### src/rtl/pc_pkg.sv
package pc_pkg;

  // Distance between a captured count and the nominal value.
  function automatic int unsigned abs_gap(input int unsigned val, input int unsigned nom);
    return (val > nom) ? (val - nom) : (nom - val);
  endfunction

  // A capture is an outlier when it strays beyond the allowed distance.
  function automatic logic is_outlier(input int unsigned val, input int unsigned nom,
                                      input int unsigned lim);
    return abs_gap(val, nom) > lim;
  endfunction

endpackage

### src/rtl/pc_sync.sv
module pc_sync #(
  parameter int STAGES = 2
) (
  input  logic clk,
  input  logic rst_n,
  input  logic din_async,
  output logic rise,
  output logic fall
);
  logic [STAGES-1:0] stg;
  logic              sync_d;

  always_ff @(posedge clk or negedge rst_n) begin
    if (!rst_n) stg[0] <= 1'b0;
    else        stg[0] <= din_async;
  end

  for (genvar i = 1; i < STAGES; i++) begin : g_stage
    always_ff @(posedge clk or negedge rst_n) begin
      if (!rst_n) stg[i] <= 1'b0;
      else        stg[i] <= stg[i-1];
    end
  end

  always_ff @(posedge clk or negedge rst_n) begin
    if (!rst_n) sync_d <= 1'b0;
    else        sync_d <= stg[STAGES-1];
  end

  assign rise = stg[STAGES-1] & ~sync_d;
  assign fall = ~stg[STAGES-1] & sync_d;
endmodule

### src/rtl/pc_gate_counter.sv
module pc_gate_counter #(
  parameter int CW = 16
) (
  input  logic          clk,
  input  logic          rst_n,
  input  logic          rise,
  input  logic          fall,
  input  logic          clear,
  output logic [CW-1:0] run_cnt,
  output logic [CW-1:0] cap_val,
  output logic [CW-1:0] count_out,
  output logic          count_valid
);
  // The fall cycle is itself a high-time tick not yet added to run_cnt.
  assign cap_val = run_cnt + 1'b1;

  always_ff @(posedge clk or negedge rst_n) begin
    if (!rst_n) begin
      run_cnt <= '0;
    end else if (clear || rise) begin
      run_cnt <= '0;
    end else begin
      run_cnt <= run_cnt + 1'b1;
    end
  end

  always_ff @(posedge clk or negedge rst_n) begin
    if (!rst_n) begin
      count_out   <= '0;
      count_valid <= 1'b0;
    end else begin
      count_valid <= fall && !clear;
      if (clear)     count_out <= '0;
      else if (fall) count_out <= cap_val;
    end
  end
endmodule

### src/rtl/pc_supervisor.sv
module pc_supervisor
  import pc_pkg::*;
#(
  parameter int CW           = 16,
  parameter int NOMINAL      = 1024,
  parameter int LIMIT        = 30,
  parameter int GLITCH_LIMIT = 3,
  parameter int SEC_LIMIT    = 3,
  localparam int GW          = $clog2(GLITCH_LIMIT + 1),
  localparam int SW          = $clog2(SEC_LIMIT + 1)
) (
  input  logic          clk,
  input  logic          rst_n,
  input  logic          cap_fire,
  input  logic [CW-1:0] cap_val,
  input  logic          pps_tick,
  output logic          glitch_flag,
  output logic          glitch_led,
  output logic          hard_clear,
  output logic          led_set,
  output logic [GW-1:0] gcnt
);
  localparam logic [GW-1:0] G_TRIP = GW'(GLITCH_LIMIT);
  localparam logic [SW-1:0] S_LAST = SW'(SEC_LIMIT - 1);

  logic [SW-1:0] sec;
  logic          outlier;
  logic          active;
  logic          expire;
  logic [GW-1:0] base;
  logic [GW-1:0] nxt;

  always_comb begin
    outlier = cap_fire && is_outlier(int'(cap_val), NOMINAL, LIMIT);
    active  = (gcnt != '0);
    expire  = pps_tick && active && (sec == S_LAST);
    base    = expire ? '0 : gcnt;
    nxt     = base + GW'(outlier);
    led_set = outlier && (nxt == G_TRIP);
  end

  always_ff @(posedge clk or negedge rst_n) begin
    if (!rst_n) begin
      glitch_flag <= 1'b0;
      glitch_led  <= 1'b0;
      hard_clear  <= 1'b0;
      gcnt        <= '0;
      sec         <= '0;
    end else begin
      glitch_flag <= outlier;
      hard_clear  <= led_set;
      if (led_set) glitch_led <= 1'b1;
      if (led_set) begin
        gcnt <= '0;
        sec  <= '0;
      end else begin
        gcnt <= nxt;
        if (base == '0)    sec <= '0;
        else if (pps_tick) sec <= sec + 1'b1;
      end
    end
  end
endmodule

### src/rtl/gate_phase_counter.sv
module gate_phase_counter #(
  parameter int CW           = 16,
  parameter int SYNC_STAGES  = 2,
  parameter int NOMINAL      = 1024,
  parameter int LIMIT        = 30,
  parameter int GLITCH_LIMIT = 3,
  parameter int SEC_LIMIT    = 3
) (
  input  logic          clk,
  input  logic          rst_n,
  input  logic          gate_async,
  input  logic          pps_tick,
  output logic [CW-1:0] count_out,
  output logic          count_valid,
  output logic          glitch_flag,
  output logic          glitch_led
);
  localparam int GW = $clog2(GLITCH_LIMIT + 1);

  // Named internal events, visible to the bound checker.
  logic          sync_rise;
  logic          sync_fall;
  logic          hard_clear;
  logic          led_set;
  logic [CW-1:0] run_cnt;
  logic [CW-1:0] cap_val;
  logic [GW-1:0] gcnt;

  pc_sync #(.STAGES(SYNC_STAGES)) u_sync (
    .clk(clk), .rst_n(rst_n), .din_async(gate_async),
    .rise(sync_rise), .fall(sync_fall)
  );

  pc_gate_counter #(.CW(CW)) u_cnt (
    .clk(clk), .rst_n(rst_n), .rise(sync_rise), .fall(sync_fall),
    .clear(hard_clear), .run_cnt(run_cnt), .cap_val(cap_val),
    .count_out(count_out), .count_valid(count_valid)
  );

  pc_supervisor #(
    .CW(CW), .NOMINAL(NOMINAL), .LIMIT(LIMIT),
    .GLITCH_LIMIT(GLITCH_LIMIT), .SEC_LIMIT(SEC_LIMIT)
  ) u_sup (
    .clk(clk), .rst_n(rst_n), .cap_fire(sync_fall), .cap_val(cap_val),
    .pps_tick(pps_tick), .glitch_flag(glitch_flag), .glitch_led(glitch_led),
    .hard_clear(hard_clear), .led_set(led_set), .gcnt(gcnt)
  );
endmodule

### config.mk
export PLATFORM = sky130hd
export DESIGN_NAME = gate_phase_counter
export DESIGN_NICKNAME = d
export VERILOG_FILES = /design/src/rtl/pc_pkg.sv /design/src/rtl/pc_sync.sv /design/src/rtl/pc_gate_counter.sv /design/src/rtl/pc_supervisor.sv /design/src/rtl/gate_phase_counter.sv
export SDC_FILE = /design/constraint.sdc
export NUM_CORES = 1
export LEC_CHECK = 0
export BUFFER_PORTS_ARGS = -buffer_cell sky130_fd_sc_hd__clkbuf_2
export CAP_MARGIN = 20
export CORE_ASPECT_RATIO = 1.4
export CORE_MARGIN = 2
export CORE_UTILIZATION = 30
export CTS_BUF_LIST = sky130_fd_sc_hd__clkbuf_2
export CTS_CLUSTER_DIAMETER = 60
export DETAILED_ROUTE_END_ITERATION = 8
export PLACE_DENSITY = 0.47
export SLEW_MARGIN = 20
export SYNTH_ARGS = -nofsm -noshare
export SYNTH_HDL_FRONTEND = slang
export SYNTH_SLANG_ARGS = --single-unit
### constraint.sdc
create_clock -name clk -period 4.94 [get_ports clk]
set_input_delay 0.741 -clock clk [delete_from_list [all_inputs] [get_ports clk]]
set_output_delay 0.741 -clock clk [all_outputs]
set_load 0.005 [all_outputs]
After elaboration in Yosys (flattened, before gate mapping) --
Index checks and enable logic that the tools add are counted. Widths: inputs -> output; s select.
Word-level totals: bits in registers 43, bits in latches 0, RAM bits 0, ROM bits 0, input bits 4, memories 0
Cells by class: add/sub/neg operators 5, multiply operators 0, divide/modulo/power cells 0, order comparisons 2, equal/unequal tests 2, shift operators 0, multiplexer cells 9, bitwise operators 4, reduce and logical (&&, ||, !) cells 11
Operators by type and width (count):
- $mux 16 | 3
- $gt 32x5->1 const B | 1
- $mux 32 | 1
- $sub 11x16->17 const A | 1
- $sub 16x11->17 const B | 1
- $add 16x1->16 const B | 1
- $gt 16x11->1 const B | 1
- $mux 2 | 5
- $logic_and 1x1->1 | 5
- $eq 2x2->1 const B | 2
- $reduce_bool 2->1 | 2
- $reduce_bool 3->1 | 1
- $add 2x1->2 | 1
- $add 2x1->2 const B | 1
- $and 1x1->1 | 2
- $logic_not 2->1 | 1
- $not 1->1 | 2
- $logic_not 1->1 | 1
- $logic_or 1x1->1 | 1

Logic depth before layout (Yosys ltp) --
depth after elaboration 9, gate-level depth with buffers 16, gate-level depth less buffers 15

By module --
A second synthesis with hierarchy kept.
Second synthesis, totals: cell total of the unflattened synthesis 245, area total of the unflattened synthesis 2371.0 um2
Modules (own cells, without submodules):
- pc_gate_counter | instances 1, cells an instance 147, area an instance 1516.5 um2, sequential area each 825.8 um2
- pc_supervisor | instances 1, cells an instance 93, area an instance 764.5 um2, sequential area each 175.2 um2
- pc_sync | instances 1, cells an instance 5, area an instance 90.1 um2, sequential area each 75.1 um2

Least setup slack after synthesis --
Ideal clock, no wire load.
kind register -> register, start point register u_cnt.run_cnt[1], end point register u_sup.glitch_led, arrival time 3.456 ns, data required time 4.822 ns, slack 1.366 ns, cell stages (with the launch flop) 15, buffers on the path 1, period minus slack after synthesis 3.574 ns, cell sequence dfrtp_1 ha_1 buf_2 xor2_1 or4_4 a211oi_2 a31oi_1 a2111oi_2 o2111ai_1 a211o_1 and2_1 ha_1 xnor2_1 and3_1 a21o_1
On the way: longest elaborated chain between the ends 8, elaborated cells on any way between the ends 10, those cells by class add/sub (4); order compare (2); eq/ne (1); mux (1); reduce/logical (2)
Ends and longest elaborated chain:
- start, declared | line pc_gate_counter.sv:9 | output logic [CW-1:0] run_cnt,
- start signal, assigned | line pc_gate_counter.sv:23 | run_cnt <= run_cnt + 1'b1;
- $add 16x1->16 (*) | line pc_gate_counter.sv:15 | assign cap_val = run_cnt + 1'b1;
- $sub 11x16->17, or another cell as far along | line pc_pkg.sv:5 | return (val > nom) ? (val - nom) : (nom - val);
- $mux 32 (*) | line pc_pkg.sv:5
- $gt 32x5->1 (*) | line pc_pkg.sv:11 | return abs_gap(val, nom) > lim;
- $logic_and 1x1->1 (*) | line pc_supervisor.sv:34 | outlier = cap_fire && is_outlier(int'(cap_val), NOMINAL, LIMIT);
- net u_sup.outlier | line pc_supervisor.sv:27 | logic outlier;
- $add 2x1->2 | line pc_supervisor.sv:38 | nxt = base + GW'(outlier);
- $eq 2x2->1 | line pc_supervisor.sv:39 | led_set = outlier && (nxt == G_TRIP);
- $logic_and 1x1->1 (*) | line pc_supervisor.sv:39
- end signal, assigned | line pc_supervisor.sv:45 | glitch_led <= 1'b0;
- end signal, assigned | line pc_supervisor.sv:52 | if (led_set) glitch_led <= 1'b1;
- end, declared | line pc_supervisor.sv:18 | output logic glitch_led,
The timed path passes the listed nets; every way through them passes the cells marked *. A chain may end at the register's enable or synchronous reset.

Worst setup path after layout --
start point register u_cnt.run_cnt[0], end point register u_sup.hard_clear
On the way: longest elaborated chain between the ends 8, elaborated cells on any way between the ends 10, those cells by class add/sub (4); order compare (2); eq/ne (1); mux (1); reduce/logical (2)
Ends and longest elaborated chain:
- $add 16x1->16 (*) | line pc_gate_counter.sv:15
- $sub 11x16->17, or another cell as far along | line pc_pkg.sv:5
- $mux 32 (*) | line pc_pkg.sv:5
- $gt 32x5->1 (*) | line pc_pkg.sv:11
- $logic_and 1x1->1 (*) | line pc_supervisor.sv:34
- net u_sup.outlier | line pc_supervisor.sv:27
- $add 2x1->2 | line pc_supervisor.sv:38
- $eq 2x2->1 | line pc_supervisor.sv:39
- $logic_and 1x1->1 (*) | line pc_supervisor.sv:39
- net led_set | line gate_phase_counter.sv:24 | logic led_set;
- end signal, assigned | line pc_supervisor.sv:51 | hard_clear <= led_set;
- end, declared | line pc_supervisor.sv:19 | output logic hard_clear,
Marked as above.

==> summary.txt <==
Status
  – Result of the run: completed

Critical path
  – CP most frequent cell: and2_1
  – Crit-path leading delay family: compound AO/OA/AOI/OAI gates
  – Crit Path Max Fanout: 13
  – CP max-delay cell: dfrtp_1
  – Delay of the slowest critical-path stage: 670 ps
  – Critical path endpoint category: register
  – Startpoint types: register
  – Crit Path Category: reg2reg
  – Worst Path Buf+Inv: 0
  – WP data arrival: 4780 ps
  – CP required: 5320 ps
  – CP cell instances: ha_1 -> and2_1 -> a21oi_2 -> o41ai_4 -> a31oi_1 -> a2111oi_2 -> o2111ai_1 -> a211o_1 -> and2_1 -> ha_1 -> xnor2_1 -> and3_1 -> and2_1

Clock network
  – Clk slew on worst S/H paths: 230 ps
  – Post-CTS setup buffer count: 0
  – Post-CTS Hold Fix Bufs: 0
  – CTS tree: yes
  – CTS Buf Count: 5
  – Clock Path Buffers: 2
  – CTS root buf: clkbuf_2
  – Cts repair resizes: 0
  – Clk_lat worst skew: 440 ps
  – CTS sink cnt: 43
  – H-Tree Depth: 2

Global route
  – GRT Residual Overflow: 0
  – Vias in the first global route: 1908
  – Antenna violations before repair: 0
  – Maximum number of pins on one net before global-route repair: 44
  – All-layer global routing usage: 14.6%
  – Global-route wire length before repair: 9.97 mm

Routing
  – Drt pass-1 iters: 4
  – Number of remaining DRC errors: 0
  – DR vias: 1965
  – Starting DRT DRC Count: 131
  – Vias per cell: 5.23
  – Routed wire per std cell: 15.8 um
  – Drt total wl: 5.95 mm
  – Antenna viol nets, final: 0

Floorplanning
  – Ports: 23
  – Site Rows: 39
  – DIE AREA: 8940 um2
  – Die H: 111 um
  – Initial Util: 30.5%
  – Die W: 80.5 um
  – Core area: 8050 um2

Placed design
  – Port buffer count: 22
  – Hpwl dp: 4.38 mm
  – Gpl congestion: 0.925
  – Placed insts: 369

Synth
  – Cell area after synthesis: 2460 um2
  – Area share of the largest cell type after synthesis: 43.8%
  – Synth async-reset ratio: 100%
  – Compound-Gate Fraction of Synth Area: 17.7%
  – Synth Register Bits: 43
  – Mux share of post-synthesis cell area: 0.408%
  – Count leader, synth: nor2_1
  – Top post-synthesis cells by area: dfrtp_1 44%, nor2_1 6.7%, xnor2_1 5.0%
  – Number of library cell types mapped by synthesis: 57
  – Post-synthesis sequential area ratio: 43.8%
  – Adder-Cell Fraction of Synth Area: 3.06%
  – Most common library cells after synthesis: 44 x nor2_1, 43 x dfrtp_1, 15 x a211oi_1
  – Gate Count Post-Synth: 259
  – Synth warn: 0
  – EDFF count, synth: 0
  – Post-Synth Simple-Gate Area: 23.8%
  – Largest family of logic cells by synthesized area: simple AND/OR/NAND/NOR gates
  – Syn Nets: 269
  – Ys flop type: dfrtp_1
  – Mean area per synthesized cell: 9.48 um2
  – Post-Synth XOR/XNOR Area: 6.06%
  – Top cell type by total area after synthesis: dfrtp_1

Timing
  – Final Cycle Share: 89.1%
  – Setup Total Neg Slack: 0 ps
  – RSZ-0062 raised after global routing: false
  – Worst relative slew slack: 44.2%
  – Final Setup Violations: 0
  – Tmin final: 4400 ps
  – Slew @ Worst Pin: 831 ps
  – Final hold violations: 0
  – Fin Clk Skew: 22.9 ps
  – Max Transition Viols Final: 0
  – FMAX: 227 MHz

Power and ir drop
  – Sw Share: 36.9%
  – Power per cell area: 390 nW/um2
  – Net Switching: 0.385 mW
  – Comb pwr share: 32.8%
  – Leakage: 1.08 nW
  – Tot Pwr: 1.04 mW
  – Worst IR Drop VDD: 127 uV
  – P_int: 0.659 mW
  – Flop pwr share: 47.8%
  – Clk pwr share: 19.4%

Finish
  – Antenna Cells: 0
  – P&R area growth vs syn: 8.86%
  – Fin cells: 376
  – Share of cells above drive strength 1: 15.7%
  – Nets: 284

Min path
  – Hold/Removal Path Class: in2async

Flow run
  – Max cap viols: 0
==> flip-flops by register name, indices dropped and copies added (netlist names) <==
| name | count |
|---|---|
| u_cnt.count_out | 16 |
| u_cnt.count_valid | 1 |
| u_cnt.run_cnt | 16 |
| u_sup.gcnt | 2 |
| u_sup.glitch_flag | 1 |
| u_sup.glitch_led | 1 |
| u_sup.hard_clear | 1 |
| u_sup.sec | 2 |
| u_sync.stg | 2 |
| u_sync.sync_d | 1 |
==> stage by stage <==
stage / worst slack, ps / hold WS (ps) / utilization (%) / instance area [um2]
detailed placement: 585 / 350 / 32.5 / 2610
CTS: 532 / 338 / 33.2 / 2670
finish: 539 / 333 / 33.2 / 2670
floorplan: 1370 / 331 / - / 2460
global placement: 641 / 332 / 32.5 / 2610
global route: 206 / 330 / 33.2 / 2670
==> power groups by stage <==
stage,clock network [mW],registers (mW),logic (mW)
after floorplan,0,0.474,0.277
after global placement,0,0.508,0.348
after detailed placement,0,0.510,0.348
after CTS,0.212,0.502,0.349
after global routing,0.231,0.514,0.388
final,0.202,0.499,0.342
==> cell type report <==
type,count,area (um2)
inverters,8,30.0
clock buffers,6,30.0
flip-flops and latches,43,1080
repair buffers,24,125
well taps,102,128
multi-input cells,192,1250
fillers,839,5380
clock inverters,1,30.0
==> layout by cell type, fill, tap and decap left out, drive strengths merged, types with 4 or more instances in the layout <==
cell | synthesis | routed
and2 | 4 | 4
o21ai | 4 | 4
a211oi | 16 | 16
a21oi | 10 | 10
and3 | 4 | 4
a21boi | 4 | 4
nand2 | 13 | 13
xnor2 | 14 | 14
nor4 | 7 | 7
nand4 | 11 | 11
a21o | 4 | 4
nand3 | 9 | 9
clkbuf | 6 | 28
nor3 | 5 | 5
dfrtp | 43 | 43
ha | 6 | 6
nor2 | 44 | 44
inv | 8 | 8
==> per-layer routing <==
layer  wire (um)  GRT usage (%)  vias up  share of wire (%)
met5           0              0        -                  0
met4         140           6.44        0                2.4
met3         185           2.20        7                3.1
met2        3120           24.4       46                 52
met1        2500           18.1      942                 42
li1            -              -      970                  -
==> path summary, 6_finish.rpt <==
path	from	to	slack, ps	depth (start not counted)
max in group asynchronous	rst_n	u_sync.stg[1]$_DFF_PN0_	4210	2
min	rst_n	u_cnt.run_cnt[0]$_DFF_PN0_	330	2
max	u_cnt.run_cnt[0]$_DFF_PN0_	u_sup.hard_clear$_DFF_PN0_	540	13
min in group clk	gate_async	u_sync.stg[0]$_DFF_PN0_	370	1
max reg2reg	u_cnt.run_cnt[0]$_DFF_PN0_	u_sup.hard_clear$_DFF_PN0_	540	13
min reg2reg	u_sync.stg[0]$_DFF_PN0_	u_sync.stg[1]$_DFF_PN0_	420	0
==> cells by family (layout without fill, tap and decap cells) <==
group           after synthesis  after routing
compound gates               56             56
xor+xnor                     17             17
simple gates                112            112
flops                        43             43
fa+ha+maj                     6              6
mux                           1              1
buf+inv                      24             39
==> worst reg2reg max path, cell delays in order, from the launching register on <==
cell and delay (ps):
dfrtp_1 670, ha_1 370, and2_1 390, a21oi_2 140, o41ai_4 520, a31oi_1 200, a2111oi_2 380, o2111ai_1 210
a211o_1 420, and2_1 210, ha_1 200, xnor2_1 200, and3_1 290, and2_1 150
(Power assumes the default switching activity.)
